`config.mk`:
```
export PLATFORM = sky130hd
export DESIGN_NAME = flash_pm_ctrl
export DESIGN_NICKNAME = d
export VERILOG_FILES = /design/src/rtl/fpm_pkg.sv /design/src/rtl/fpm_frame_track.sv /design/src/rtl/fpm_wake_timer.sv /design/src/rtl/flash_pm_ctrl.sv
export SDC_FILE = /design/constraint.sdc
export NUM_CORES = 1
export LEC_CHECK = 0
export CAP_MARGIN = 15
export CORE_AREA = 2 2 50 52
export CTS_CLUSTER_DIAMETER = 100
export DETAILED_ROUTE_END_ITERATION = 8
export DIE_AREA = 0 0 52 54
export PLACE_DENSITY_LB_ADDON = 0.3
export SLEW_MARGIN = 30
export SYNTH_ARGS = -nofsm -noshare
export SYNTH_HDL_FRONTEND = slang
export SYNTH_SLANG_ARGS = --single-unit
```
`constraint.sdc`:
```
create_clock -name clk -period 3.31 [get_ports clk]
set_input_delay 0.331 -clock clk [delete_from_list [all_inputs] [get_ports clk]]
set_output_delay 0.331 -clock clk [all_outputs]
set_load 0.02 [all_outputs]
```
`src/rtl/fpm_pkg.sv`:
```
package fpm_pkg;

  typedef enum logic [1:0] {
    PM_ACTIVE  = 2'd0,
    PM_STANDBY = 2'd1,
    PM_DEEP    = 2'd2,
    PM_WAKE    = 2'd3
  } pm_mode_e;

  localparam logic [7:0] OPC_SLEEP = 8'hB9;
  localparam logic [7:0] OPC_WAKE  = 8'hAB;
  localparam int unsigned OP_BITS  = 8;
  localparam int unsigned SIG_LEAD = 32;  // opcode plus three dummy bytes

  // Mode taken when the device is not asleep or waking.
  function automatic pm_mode_e idle_mode(input logic cs_n, input logic busy);
    return (!cs_n || busy) ? PM_ACTIVE : PM_STANDBY;
  endfunction

  // True when the block may act on instructions in this mode.
  function automatic logic decode_allowed(input pm_mode_e m);
    return (m == PM_ACTIVE) || (m == PM_STANDBY);
  endfunction

endpackage

```
`src/rtl/fpm_frame_track.sv`:
```
module fpm_frame_track #(
  parameter int unsigned CNT_W = 6
) (
  input  logic             clk,
  input  logic             rst_n,
  input  logic             cs_n,
  input  logic             bit_tick,
  input  logic             op_valid,
  input  logic [7:0]       op_code,
  output logic             cs_rise,
  output logic [CNT_W-1:0] bit_cnt,
  output logic [7:0]       op_q,
  output logic             op_seen
);

  localparam logic [CNT_W-1:0] CNT_MAX = '1;

  logic cs_q;

  always_ff @(posedge clk or negedge rst_n) begin
    if (!rst_n) cs_q <= 1'b1;
    else        cs_q <= cs_n;
  end

  assign cs_rise = cs_n && !cs_q;

  // Bit counter saturates so a long frame never wraps back into range.
  always_ff @(posedge clk or negedge rst_n) begin
    if (!rst_n)                          bit_cnt <= '0;
    else if (cs_n)                       bit_cnt <= '0;
    else if (bit_tick && bit_cnt != CNT_MAX) bit_cnt <= bit_cnt + 1'b1;
  end

  always_ff @(posedge clk or negedge rst_n) begin
    if (!rst_n) begin
      op_q    <= '0;
      op_seen <= 1'b0;
    end else if (cs_n) begin
      op_q    <= '0;
      op_seen <= 1'b0;
    end else if (op_valid && !op_seen) begin
      op_q    <= op_code;
      op_seen <= 1'b1;
    end
  end

endmodule

```
`src/rtl/fpm_wake_timer.sv`:
```
module fpm_wake_timer #(
  parameter int unsigned WAKE_CYCLES = 4
) (
  input  logic clk,
  input  logic rst_n,
  input  logic load,
  output logic running,
  output logic done
);

  localparam int unsigned TW = $clog2(WAKE_CYCLES + 1);
  localparam logic [TW-1:0] LOAD_VAL = TW'(WAKE_CYCLES);
  localparam logic [TW-1:0] LAST_VAL = TW'(1);

  logic [TW-1:0] cnt;

  always_ff @(posedge clk or negedge rst_n) begin
    if (!rst_n)         cnt <= '0;
    else if (load)      cnt <= LOAD_VAL;
    else if (cnt != '0) cnt <= cnt - 1'b1;
  end

  assign running = (cnt != '0);
  assign done    = (cnt == LAST_VAL);

endmodule

```
`src/rtl/flash_pm_ctrl.sv`:
```
module flash_pm_ctrl
  import fpm_pkg::*;
#(
  parameter int unsigned CNT_W       = 6,
  parameter int unsigned WAKE_CYCLES = 4,
  parameter logic [7:0]  SIG_BYTE    = 8'h13
) (
  input  logic       clk,
  input  logic       rst_n,
  input  logic       cs_n,
  input  logic       bit_tick,
  input  logic       op_valid,
  input  logic [7:0] op_code,
  input  logic       busy,
  output logic [1:0] mode_o,
  output logic       instr_en,
  output logic       sig_valid,
  output logic [7:0] sig_byte
);

  localparam logic [CNT_W-1:0] SLEEP_LEN = CNT_W'(OP_BITS);
  localparam logic [CNT_W-1:0] SIG_START = CNT_W'(SIG_LEAD);

  pm_mode_e         mode_q, mode_d;
  logic             cs_rise, op_seen;
  logic [CNT_W-1:0] bit_cnt;
  logic [7:0]       op_q;
  logic             dp_take, rel_take, wake_run, wake_done;

  fpm_frame_track #(.CNT_W(CNT_W)) u_frame (
    .clk      (clk),
    .rst_n    (rst_n),
    .cs_n     (cs_n),
    .bit_tick (bit_tick),
    .op_valid (op_valid),
    .op_code  (op_code),
    .cs_rise  (cs_rise),
    .bit_cnt  (bit_cnt),
    .op_q     (op_q),
    .op_seen  (op_seen)
  );

  fpm_wake_timer #(.WAKE_CYCLES(WAKE_CYCLES)) u_wake (
    .clk     (clk),
    .rst_n   (rst_n),
    .load    (rel_take),
    .running (wake_run),
    .done    (wake_done)
  );

  // Named events for the checker.
  assign dp_take  = cs_rise && decode_allowed(mode_q) && op_seen &&
                    (op_q == OPC_SLEEP) && (bit_cnt == SLEEP_LEN) && !busy;
  assign rel_take = cs_rise && (mode_q == PM_DEEP) && op_seen && (op_q == OPC_WAKE);

  always_comb begin
    mode_d = mode_q;
    unique case (mode_q)
      PM_DEEP: if (rel_take)  mode_d = PM_WAKE;
      PM_WAKE: if (wake_done) mode_d = idle_mode(cs_n, busy);
      default: mode_d = dp_take ? PM_DEEP : idle_mode(cs_n, busy);
    endcase
  end

  always_ff @(posedge clk or negedge rst_n) begin
    if (!rst_n) mode_q <= PM_STANDBY;
    else        mode_q <= mode_d;
  end

  assign mode_o    = mode_q;
  assign instr_en  = decode_allowed(mode_q);
  assign sig_valid = !cs_n && op_seen && (op_q == OPC_WAKE) &&
                     (bit_cnt >= SIG_START) && (mode_q != PM_WAKE);
  assign sig_byte  = sig_valid ? SIG_BYTE : 8'h00;

endmodule

```
# Word-level counts from Yosys, hierarchy flattened
# Cells that the tools add are included.
word_totals:
  register_bits: 21
  latch_bits: 0
  mem_bits_rw: 0
  mem_bits_ro: 0
  input_bits: 14
  out_inout_bits: 12
  word_cells: 61
  memories: 0
classes:
  addsub: 2
  mul: 0
  div: 0
  order_cmp: 1
  eq_ne: 11
  shift: 0
  muxes: 14
  bitwise_logic: 0
  reduce_logical: 27
op_table:
  columns: ["op", "count"]
  rows:
  - ["equality test 8 bit (second input constant)", 2]
  - ["2-to-1 mux 8 bit", 2]
  - ["logical AND 1 bit", 15]
  - ["2-to-1 mux 6 bit", 2]
  - ["adder 6 x 1 -> 6 bit (second input constant)", 1]
  - ["equality test 6 x 4 -> 1 bit (second input constant)", 1]
  - [">= comparator 6 bit (second input constant)", 1]
  - ["2-to-1 mux 2 bit", 3]
  - ["2-to-1 mux 3 bit", 2]
  - ["!= test 6 bit (second input constant)", 1]
  - ["nonzero test 2 bit", 3]
  - ["2-to-1 mux 5 bit", 1]
  - ["equality test 2 bit (second input constant)", 2]
  - ["zero test 1 bit", 4]
  - ["!= test 2 bit (second input constant)", 2]
  - ["case mux 2 bit (2 select lines)", 1]
  - ["equality test 3 x 1 -> 1 bit (second input constant)", 1]
  - ["2-to-1 mux 1 bit", 3]
  - ["nonzero test 3 bit", 1]
  - ["subtractor 3 x 1 -> 3 bit (second input constant)", 1]
  - ["equality test 2 x 1 -> 1 bit (second input constant)", 1]
  - ["zero test 2 bit", 1]
  - ["logical OR 1 bit", 2]
  - ["!= test 2 x 1 -> 1 bit (second input constant)", 1]
  - ["AND reduction 2 bit", 1]

# Logic depth before layout (Yosys ltp)
# Gate-level depths: netlist of the first run.
logic_depth:
  depth_word: 9
  depth_mapped: 6
  mapped_depth_nobuf: 6

# By module
# From an unflattened synthesis of the first run, not the netlist that was laid out.
hier_totals:
  hier_cells: 122
  hier_area_um2: 1262.5
by_module_without_submodules:
  columns: ["module", "n_inst", "cells_each", "area_per_inst_um2", "seq_area_each_um2"]
  rows:
  - ["fpm_frame_track", 1, 71, 752.0, 401.6]
  - ["flash_pm_ctrl", 1, 33, 311.5, 51.3]
  - ["fpm_wake_timer", 1, 18, 198.9, 75.1]

# Least setup slack after synthesis of the first run
# OpenSTA, ideal clock, no wires.
synth_timing:
  path_kind: "register to output"
  start: "register u_frame.op_q[2]"
  end: "output sig_byte[0]"
  arrival_time_ns: 2.571
  t_required_ns: 2.979
  setup_slack_ns: 0.408
  path_stages_with_launch: 6
  n_path_buf: 1
  cell_sequence: "dfrtp_1 > nand3b_1 > nor3b_2 > inv_1 > a2111oi_0 > buf_4"
synth_between:
  elab_chain_cells: 5
synth_lines:
  columns: ["item", "line_no", "text"]
  rows:
  - ["start: declaration", "fpm_frame_track.sv:12", "output logic [7:0] op_q,"]
  - ["start signal: assignment", "fpm_frame_track.sv:42", "op_q <= op_code;"]
  - ["equality test 8 bit", "flash_pm_ctrl.sv:72", "assign sig_valid = !cs_n && op_seen && (op_q == OPC_WAKE) &&"]
  - ["logical AND 1 bit (2 in a row)", "flash_pm_ctrl.sv:72", null]
  - ["logical AND 1 bit", "flash_pm_ctrl.sv:73", "(bit_cnt >= SIG_START) && (mode_q != PM_WAKE);"]
  - ["net sig_valid", "flash_pm_ctrl.sv:17", "output logic sig_valid,"]
  - ["2-to-1 mux 5 bit", "flash_pm_ctrl.sv:74", "assign sig_byte = sig_valid ? SIG_BYTE : 8'h00;"]
  - ["end: declaration", "flash_pm_ctrl.sv:18", "output logic [7:0] sig_byte"]
# The timed path passes the listed nets, and every way through them passes these cells.

# Worst setup path after layout of the first run
layout_timing:
  start: "register u_frame.op_q[2]"
  end: "output sig_byte[4]"
layout_between:
  elab_chain_cells: 5
layout_lines:
  columns: ["item", "line_no"]
  rows:
  - ["equality test 8 bit", "flash_pm_ctrl.sv:72"]
  - ["logical AND 1 bit (2 in a row)", "flash_pm_ctrl.sv:72"]
  - ["logical AND 1 bit", "flash_pm_ctrl.sv:73"]
  - ["2-to-1 mux 5 bit", "flash_pm_ctrl.sv:74"]
# Every way passes these cells.

==> impl_metrics.yaml, run 1 <==
status:
  status: "completed"
sta:
  slew_headroom_pct: 41.5
  min_period_over_period_pct: 80.8
  hold_viol_final: 0
  tightestPinTransition_ns: 0.876
  setup_violations: 0
  max_clock_freq_mhz: 374
  min_period_ns: 2.67
  setup_tns_ns: 0
  drv_slew: 0
  finalClockSkew_ns: 0.0151
  rsz0062_at_grt: "no"
setup_path:
  cp-end-kind: "output port"
  crit-reg2reg-launch: "u_frame.bit_cnt[0]"
  crit_path_end: "sig_byte[4]"
  arrival_ns: 2.34
  path_cells: "nand3b_1 > nor3b_2 > inv_1 > a2111oi_0 > buf_4 > clkdlybuf4s50_1"
  critical_path_peak_fanout: 4
  crit_type: "reg -> out"
  crit_buf_inv: 3
  worst_ep_required_time_ns: 2.98
  slowest_delay_ns: 0.60
  regToRegSetupSlack_ns: 1.61
  crit_family: "buffers and inverters"
  crit_path_top_delay_cell: "clkdlybuf4s50_1"
  crit_cells: 6
  cp-start-kind: "flip-flop"
  r2r_cells: 4
  cp-startpoint: "u_frame.op_q[2]"
  r2r_end: "u_frame.bit_cnt[5]"
logic_synthesis:
  synth.ff_latch_count: 21
  yosys_warnings: 0
  synth.top_cell.area_share_pct: 41.6
  syn_avg_cell_area_sq_um: 9.69
  dominantRegCellSynth: "dfrtp_1"
  ys_seq_area_share_pct: 46.2
  synth-edff-count: 0
  synth_area_leaders: "dfrtp_1, mux2i_1, nor2_1, buf_4, ha_1"
  ys_async_sr_fraction_pct: 100
  syn_inst: 118
  yosysUniqueCellTypes: 34
  netlist_area_sq_um: 1140
  synth_area_leader_cell: "dfrtp_1"
  synth_commonest_cells: "dfrtp_1, nor2_1, buf_4, mux2i_1, inv_1"
power:
  p_leak_nw: 0.625
  total_power_mw: 0.484
  power_density_nw_per_um2: 354
  ir_worst_vdd_uv: 253
cells_and_area:
  antenna_cells: 0
  final_area_sq_um: 1370
  drive_gt1_share_pct: 8.70
  syn2layout_area_growth_pct: 19.6
  nets: 158
placed_design:
  dpl.hpwl_mm: 1.57
  globalplace.congestion: 0.740
  placed_area_sq_um: 1340
  port_buffers: 20
die:
  row_count: 18
  initial_utilization_pct: 49.3
  top_level_ports: 26
  die_x_um: 52
  die_area_sq_um: 2810
  dieHeight_um: 54
  core_area_sq_um: 2320
route:
  wl_per_cell_um: 12.8
  postRouteAntennaNets: 0
  drc: 0
  num_vias: 858
  routed_wl_mm: 2.14
  via_per_inst: 5.11
  drtIter0Drc: 14
  drt_pre_antenna_iters: 4
flow_run:
  drv_cap: 0
clock_network:
  path_clk_slew_ns: 0.14
  cts_made_buffers: 3
  ctsHtreeMaxLevel: 1
  clock-sinks: 21
  clockRootBuffer: "clkbuf_4"
  clk_latency_ns: 0.31
  cts_setup_buffers: 0
  cts_tree: "done"
  cts_buffer_depth: 2
global_routing:
  overflow: 0
  grt_pass1_vias: 808
  grt_use_total_pct: 16.8
  antenna_found_initial: 0
  grt_pass1_wl_mm: 3.45
  grt_max_degree: 22
worst_hold_path:
  min_path_type: "in -> async"
==> flip-flops by register name, indices dropped and copies added, names as in the netlist <==
register and count:
u_frame.bit_cnt 6, u_wake.cnt 3, u_frame.op_q 8, mode_o 2
u_frame.cs_q 1, u_frame.op_seen 1
==> repair_timing <==
action,in CTS,in global routing
hold endpoints to repair,0,19
gates resized for setup,0,0
hold buffers,0,1
==> where the power goes <==
group          total, mW  internal (mW)  switching (mW)
logic             0.0771         0.0375          0.0395
registers          0.278          0.269         0.00825
clock network      0.129         0.0451          0.0843
==> cells in the final DEF (no fill, tap or decap), types with 2 or more instances in the layout <==
master,n
a2111oi_0,2
a21oi_1,4
and3_1,2
buf_4,2
clkbuf_4,3
clkdlybuf4s50_1,19
conb_1,5
dfrtp_1,19
dfstp_2,2
ha_1,5
inv_1,8
mux2i_1,9
nand2_1,7
nand3_1,3
nand3b_1,2
nor2_1,19
nor2b_1,3
nor3_1,4
xnor2_1,2
==> through the flow <==
stage	instances	hold slack [ns]	util, %	setup WS [ns]
floorplan	122	0.0354	-	0.408
global placement	163	0.494	57.6	0.884
detailed placement	163	0.515	57.6	0.877
CTS	167	0.545	58.7	0.611
global route	168	0.543	59.0	0.403
finish	168	0.491	59.0	0.635
==> cell type report <==
class / count / area (sq um)
Sequential cell: 21 / 528
Tap cell: 30 / 37.5
Inverter: 8 / 30.0
Multi-Input combinational cell: 82 / 524
Timing Repair Buffer: 23 / 220
Clock inverter: 1 / 5.00
Fill cell: 208 / 952
Clock buffer: 3 / 22.5
==> layer usage <==
layer	share of wire (%)	up-vias	global-route usage, %
met1	45	408	19.5
met3	6.5	0	4.72
met4	0	0	4.82
li1	-	425	-
met5	0	-	0
met2	49	25	30.4
==> worst min-delay path by stage <==
stage | endpoint | start
finish | u_frame.op_q[5] | rst_n
global route | u_wake.cnt[2] | rst_n
CTS | u_frame.op_q[6] | u_frame.op_q[6]
detailed placement | u_frame.op_q[6] | u_frame.op_q[6]
global placement | u_frame.op_q[2] | u_frame.op_q[2]
floorplan | mode_o[1] | rst_n
==> cell families after synthesis <==
| group | synth area share [%] |
|---|---|
| compound gates | 7.66 |
| xor+xnor | 1.53 |
| fa+ha+maj | 5.47 |
| buf+inv | 9.30 |
| flops | 46.2 |
| mux | 7.88 |
| other cells | 0.328 |
| simple gates | 21.7 |
==> worst register-to-register path, delay by kind of cell (launching register included) <==
family	cells	cell delay, ns
simple gates	1	0.26
compound gates	2	0.65
fa+ha+maj	1	0.24
flops	1	0.42
Note: power is estimated with default switching activity, not from simulation.
==> run 2, diff against run 1 <==
--- a/config.mk
+++ b/config.mk
@@ -6,10 +6,10 @@
 export NUM_CORES = 1
 export LEC_CHECK = 0
 export CAP_MARGIN = 15
-export CORE_AREA = 2 2 50 52
+export CORE_AREA = 2 2 54 56
 export CTS_CLUSTER_DIAMETER = 100
 export DETAILED_ROUTE_END_ITERATION = 8
-export DIE_AREA = 0 0 52 54
+export DIE_AREA = 0 0 56 58
 export PLACE_DENSITY_LB_ADDON = 0.3
 export SLEW_MARGIN = 30
 export SYNTH_ARGS = -nofsm -noshare
==> constraint.sdc (replaced) <==
create_clock -name clk -period 2.4 [get_ports clk]
set_input_delay 0.24 -clock clk [delete_from_list [all_inputs] [get_ports clk]]
set_output_delay 0.24 -clock clk [all_outputs]
set_load 0.02 [all_outputs]
==> run 2 against run 1 <==
Against the previous run:
- power up 35%
- combinational power is 39% higher
- final area rose by 1.4%
- die area is 16% higher
- flip-flop and latch count unchanged
- clock skew fell by 0.0057 ns
- register-to-register slack lost 0.95 ns
- largest cell class is now multi-input combinational cells
- via count shrank 1.9%
- sequential share of layout area fell by 0.52 points
- count of clock-buffer cells in the layout stayed put
==> impl_metrics.yaml, run 2 (synthesis gave the netlist of run 1 again) <==
sta:
  slew_headroom_pct: 63.1
  setup_tns_ns: 0
  min_period_ns: 2.22
  setup_violations: 0
  hold_viol_final: 0
  min_period_over_period_pct: 92.4
  max_clock_freq_mhz: 451
  tightestPinTransition_ns: 0.539
  rsz0062_at_grt: "no"
  drv_slew: 0
  finalClockSkew_ns: 0.00943
global_routing:
  grt_pass1_vias: 853
  grt_use_total_pct: 14.1
  grt_max_degree: 22
  antenna_found_initial: 0
  grt_pass1_wl_mm: 3.60
  overflow: 0
power:
  p_seq_share_pct: 58.5
  cellInternalPower_mw: 0.487
  clockPowerShare_pct: 25.2
  p_switching_mw: 0.168
  ir_worst_vdd_uv: 391
  comb_power_share_pct: 16.3
  power_density_nw_per_um2: 473
  power_switching_share_pct: 25.7
  p_leak_nw: 0.641
worst_hold_path:
  min_path_type: "in -> async"
status:
  status: "completed"
cells_and_area:
  top_register: "u_frame.op_q"
  mostFrequentLayoutCells: "nor2_1, dfrtp_1, clkdlybuf4s50_1"
  antenna_cells: 0
  syn2layout_area_growth_pct: 21.2
  drive_gt1_share_pct: 9.42
  largest_reg_flops: 8
  nets: 158
  top_regs: "u_frame.op_q x8, u_frame.bit_cnt x6, u_wake.cnt x3"
  layoutNonFillerInstCount: 169
setup_path:
  regToRegSetupSlack_ns: 0.66
  worst_ep_required_time_ns: 2.16
  crit_type: "reg -> out"
  cp-end-kind: "output port"
  critical_path_peak_fanout: 4
  arrival_ns: 1.98
  cp-start-kind: "flip-flop"
clock_network:
  clock-sinks: 21
  path_clk_slew_ns: 0.12
  cts_made_buffers: 3
  cts_buffer_depth: 2
  clockRootBuffer: "clkbuf_4"
  ctsHtreeMaxLevel: 1
  clk_latency_ns: 0.30
  hold_buffers: 0
  cts_tree: "done"
  cts_setup_buffers: 0
route:
  wl_per_cell_um: 12.2
  drt_pre_antenna_iters: 5
  postRouteAntennaNets: 0
  drtIter0Drc: 12
  routed_wl_mm: 2.07
  num_vias: 842
  via_per_inst: 4.98
  drc: 0
die:
  core_area_sq_um: 2660
  initial_utilization_pct: 43.0
  die_area_sq_um: 3250
  dieHeight_um: 58
  row_count: 19
  top_level_ports: 26
  die_x_um: 56
placed_design:
  dpl.hpwl_mm: 1.59
  dp.cells: 165
  globalplace.congestion: 0.818
  port_buffers: 20
flow_run:
  drv_cap: 0
run 2: final cells by class:
class / instances / area [sq um]
fillers: 263 / 1280
multi-input cells: 82 / 543
flip-flops and latches: 21 / 528
repair buffers: 23 / 219
well taps: 31 / 38.8
inverters: 8 / 30.0
clock buffers: 3 / 22.5
clock inverters: 1 / 5.00
run 2: timing repair:
| item | 4_1_cts | 5_1_grt |
|---|---|---|
| endpoints found under the hold margin | 0 | 0 |
| resized for setup | 4 | 2 |
| setup endpoints to repair | 4 | 4 |
run 2: routing by layer:
layer / global-route usage (%) / up-vias / routed length, um
met4: 4.42 / 0 / 4
met2: 24.4 / 22 / 1030
li1: - / 427 / -
met1: 17.6 / 391 / 953
met5: 0 / - / 0
met3: 3.13 / 2 / 83
run 2: worst paths after layout:
check / endpoint / start / depth (start not counted)
setup reg to reg: u_frame.bit_cnt[5] / u_frame.bit_cnt[0] / 4
min in group clk: u_frame.op_seen / op_valid / 3
hold reg to reg: u_frame.op_q[3] / u_frame.op_q[3] / 2
hold / removal: u_frame.op_q[1] / rst_n / 2
max in group asynchronous: mode_o[0] / rst_n / 2
setup / recovery: sig_byte[0] / u_frame.op_q[2] / 5
run 2: power by group through the flow:
stage	clock network [mW]	registers (mW)	logic [mW]
after global placement	0	0.389	0.105
after detailed placement	0	0.390	0.108
after global routing	0.188	0.386	0.121
after CTS	0.174	0.383	0.108
final	0.165	0.383	0.107
after floorplan	0	0.388	0.0701
run 2: critical path: stages (launching register included):
cell and delay (ns):
dfrtp_1 0.40, nand3b_1 0.19, nor3b_2 0.22, inv_1 0.10, a2111oi_4 0.38, dlygate4sd2_1 0.38
run 2: metrics by stage:
| step | worst slack, ns | cell area, sq um | utilization, % | hold slack, ns | total power, mW |
|---|---|---|---|---|---|
| after floorplan | 0.367 | 1160 | - | -0.0556 | 0.458 |
| after global placement | 0.154 | 1350 | 50.7 | 0.494 | 0.494 |
| after detailed placement | 0.0876 | 1350 | 50.7 | 0.519 | 0.498 |
| after CTS | 0.0803 | 1370 | 51.6 | 0.269 | 0.665 |
| after global routing | 0.000840 | 1390 | 52.1 | 0.290 | 0.695 |
| final | 0.182 | 1390 | 52.1 | 0.267 | 0.655 |
==> run 3, diff against run 2 <==
--- a/config.mk
+++ b/config.mk
@@ -11,7 +11,7 @@
 export DETAILED_ROUTE_END_ITERATION = 8
 export DIE_AREA = 0 0 56 58
 export PLACE_DENSITY_LB_ADDON = 0.3
-export SLEW_MARGIN = 30
+export SLEW_MARGIN = 10
 export SYNTH_ARGS = -nofsm -noshare
 export SYNTH_HDL_FRONTEND = slang
 export SYNTH_SLANG_ARGS = --single-unit
==> constraint.sdc (replaced) <==
create_clock -name clk -period 1.81 [get_ports clk]
set_input_delay 0.181 -clock clk [delete_from_list [all_inputs] [get_ports clk]]
set_output_delay 0.181 -clock clk [all_outputs]
set_load 0.02 [all_outputs]
==> run 3 against run 2 <==
Against the previous run:
- the run now ends with negative setup slack left
- die area stayed put
- power rose by 36%
- flip-flop and latch count unchanged
- cell count is 5.3% higher
- routed wire length is 6.8% higher
- combinational power increased by 44%
- non-clock buffer count up 9
- clock skew down 0.0055 ns
- sequential power grew 32%
- worst hold slack got worse by 0.062 ns
- first-iteration DRC count grew 33%
- final area grew 4.9%
==> impl_metrics.yaml, run 3 (synthesis gave the netlist of run 1 again) <==
setup_path:
  cp-end-kind: "output port"
  crit_buf_inv: 2
  r2r_end: "mode_o[1]"
  r2r_cells: 6
  arrival_ns: 1.70
  cp-start-kind: "flip-flop"
  critical_path_peak_fanout: 4
  worst_ep_required_time_ns: 1.63
  cp-startpoint: "u_frame.op_q[2]"
  path_cells: "nand3b_1 > nor3b_2 > inv_1 > a2111oi_4 > buf_4"
  crit_type: "reg -> out"
  regToRegSetupSlack_ns: 0.22
  crit_family: "flip-flops"
  crit-reg2reg-launch: "u_frame.bit_cnt[0]"
  crit_path_top_delay_cell: "dfrtp_1"
  slowest_delay_ns: 0.41
clock_network:
  cts_made_buffers: 3
  cts_tree: "done"
  path_clk_slew_ns: 0.12
  clock-sinks: 21
  cts_buffer_depth: 2
  ctsHtreeMaxLevel: 1
  clockRootBuffer: "clkbuf_4"
  clk_latency_ns: 0.30
die:
  initial_utilization_pct: 43.0
  core_area_sq_um: 2660
  dieHeight_um: 58
  top_level_ports: 26
  row_count: 19
  die_x_um: 56
  die_area_sq_um: 3250
cells_and_area:
  fillers: 261
  layoutNonFillerInstCount: 178
  top_register: "u_frame.op_q"
  nets: 167
  mostFrequentLayoutCells: "nor2_1, dfrtp_1, clkdlybuf4s50_1, buf_4, mux2i_1"
  largest_reg_flops: 8
  drive_gt1_share_pct: 18.4
  syn2layout_area_growth_pct: 27.1
  top_regs: "u_frame.op_q x8, u_frame.bit_cnt x6, u_wake.cnt x3"
  antenna_cells: 0
global_routing:
  grt_use_total_pct: 14.8
  grt_pass1_wl_mm: 3.78
  grt_pass1_vias: 890
  antenna_found_initial: 0
  overflow: 0
  grt_max_degree: 22
sta:
  hold_ws_ns: 0.205
  finalClockSkew_ns: 0.00395
  min_period_ns: 1.88
  rsz0062_at_grt: "yes"
  setup_violations: 4
  timing.final.ws_setup_ns: -0.0684
  min_period_over_period_pct: 104
  max_clock_freq_mhz: 532
  drv_slew: 0
  hold_viol_final: 0
placed_design:
  dpl.hpwl_mm: 1.67
  port_buffers: 20
  pre_cts_slack_ns: -0.283
  dp.cells: 173
  globalplace.congestion: 0.808
worst_hold_path:
  min_path_type: "in -> async"
route:
  wl_per_cell_um: 12.4
  via_per_inst: 4.99
  drc: 0
  postRouteAntennaNets: 0
  num_vias: 889
  drt_pre_antenna_iters: 4
  drtIter0Drc: 16
  routed_wl_mm: 2.21
power:
  power_density_nw_per_um2: 611
  p_leak_nw: 0.679
  ir_worst_vdd_uv: 499
status:
  violations: "negative setup slack"
  status: "complete, but fails checks"
flow_run:
  drv_cap: 0
==> run 3: report_power, final <==
part,total (mW),internal [mW],switching (mW)
registers,0.507,0.493,0.0146
clock network,0.228,0.0823,0.146
logic,0.154,0.0783,0.0754
==> run 3: metal layers <==
layer,vias to the layer above,part of all wire (%),wire length [um],global-route usage (%)
met3,2,5.7,126,3.35
met2,27,48,1050,24.7
li1,442,-,-,-
met5,-,0,0,0
met1,418,45,1000,19.2
met4,0,1.1,24,4.76
==> run 3: timing repair <==
| action | in CTS | in global routing |
|---|---|---|
| endpoints found under the setup margin | 4 | 5 |
| gates resized for setup | 20 | 2 |
| setup buffers | 0 | 1 |
| hold buffers | 0 | 0 |
| pin swaps | 1 | 0 |
==> run 3: area by class of cell <==
class	count	area (sq um)	share of cell area, %
clock buffers	3	22.5	1.55
well taps	31	38.8	2.67
clock inverters	1	5.00	0.344
flip-flops and latches	21	528	36.3
repair buffers	32	280	19.3
multi-input cells	82	549	37.8
inverters	8	30.0	2.07
==> run 3: worst max path at each step <==
stage | end | slack (ns) | cells past startpoint
floorplan | sig_byte[0] | 0.05 | 5
global placement | sig_byte[4] | -0.23 | 5
detailed placement | sig_byte[0] | -0.28 | 5
CTS | sig_byte[0] | -0.05 | 5
global route | sig_byte[0] | -0.22 | 5
finish | sig_byte[0] | -0.07 | 5
==> run 3: worst register-to-register path: cells and delay by family (launching register included) <==
kind,cells,cell delay [ns]
AOI/OAI and AO/OA,1,0.09
buffers and inverters,1,0.10
DFF,1,0.42
adders and majority gates,1,0.15
and+or+nand+nor,3,0.78
==> run 3: stage by stage <==
step	instance area (sq um)	total power [mW]	setup TNS (ns)	util (%)
3_5_place_dp	1420	0.669	-1.09	53.4
3_3_place_gp	1420	0.663	-0.910	53.4
6_report	1450	0.889	-0.264	54.6
5_1_grt	1450	0.945	-0.860	54.6
2_1_floorplan	1180	0.608	0	-
4_1_cts	1440	0.896	-0.187	54.1
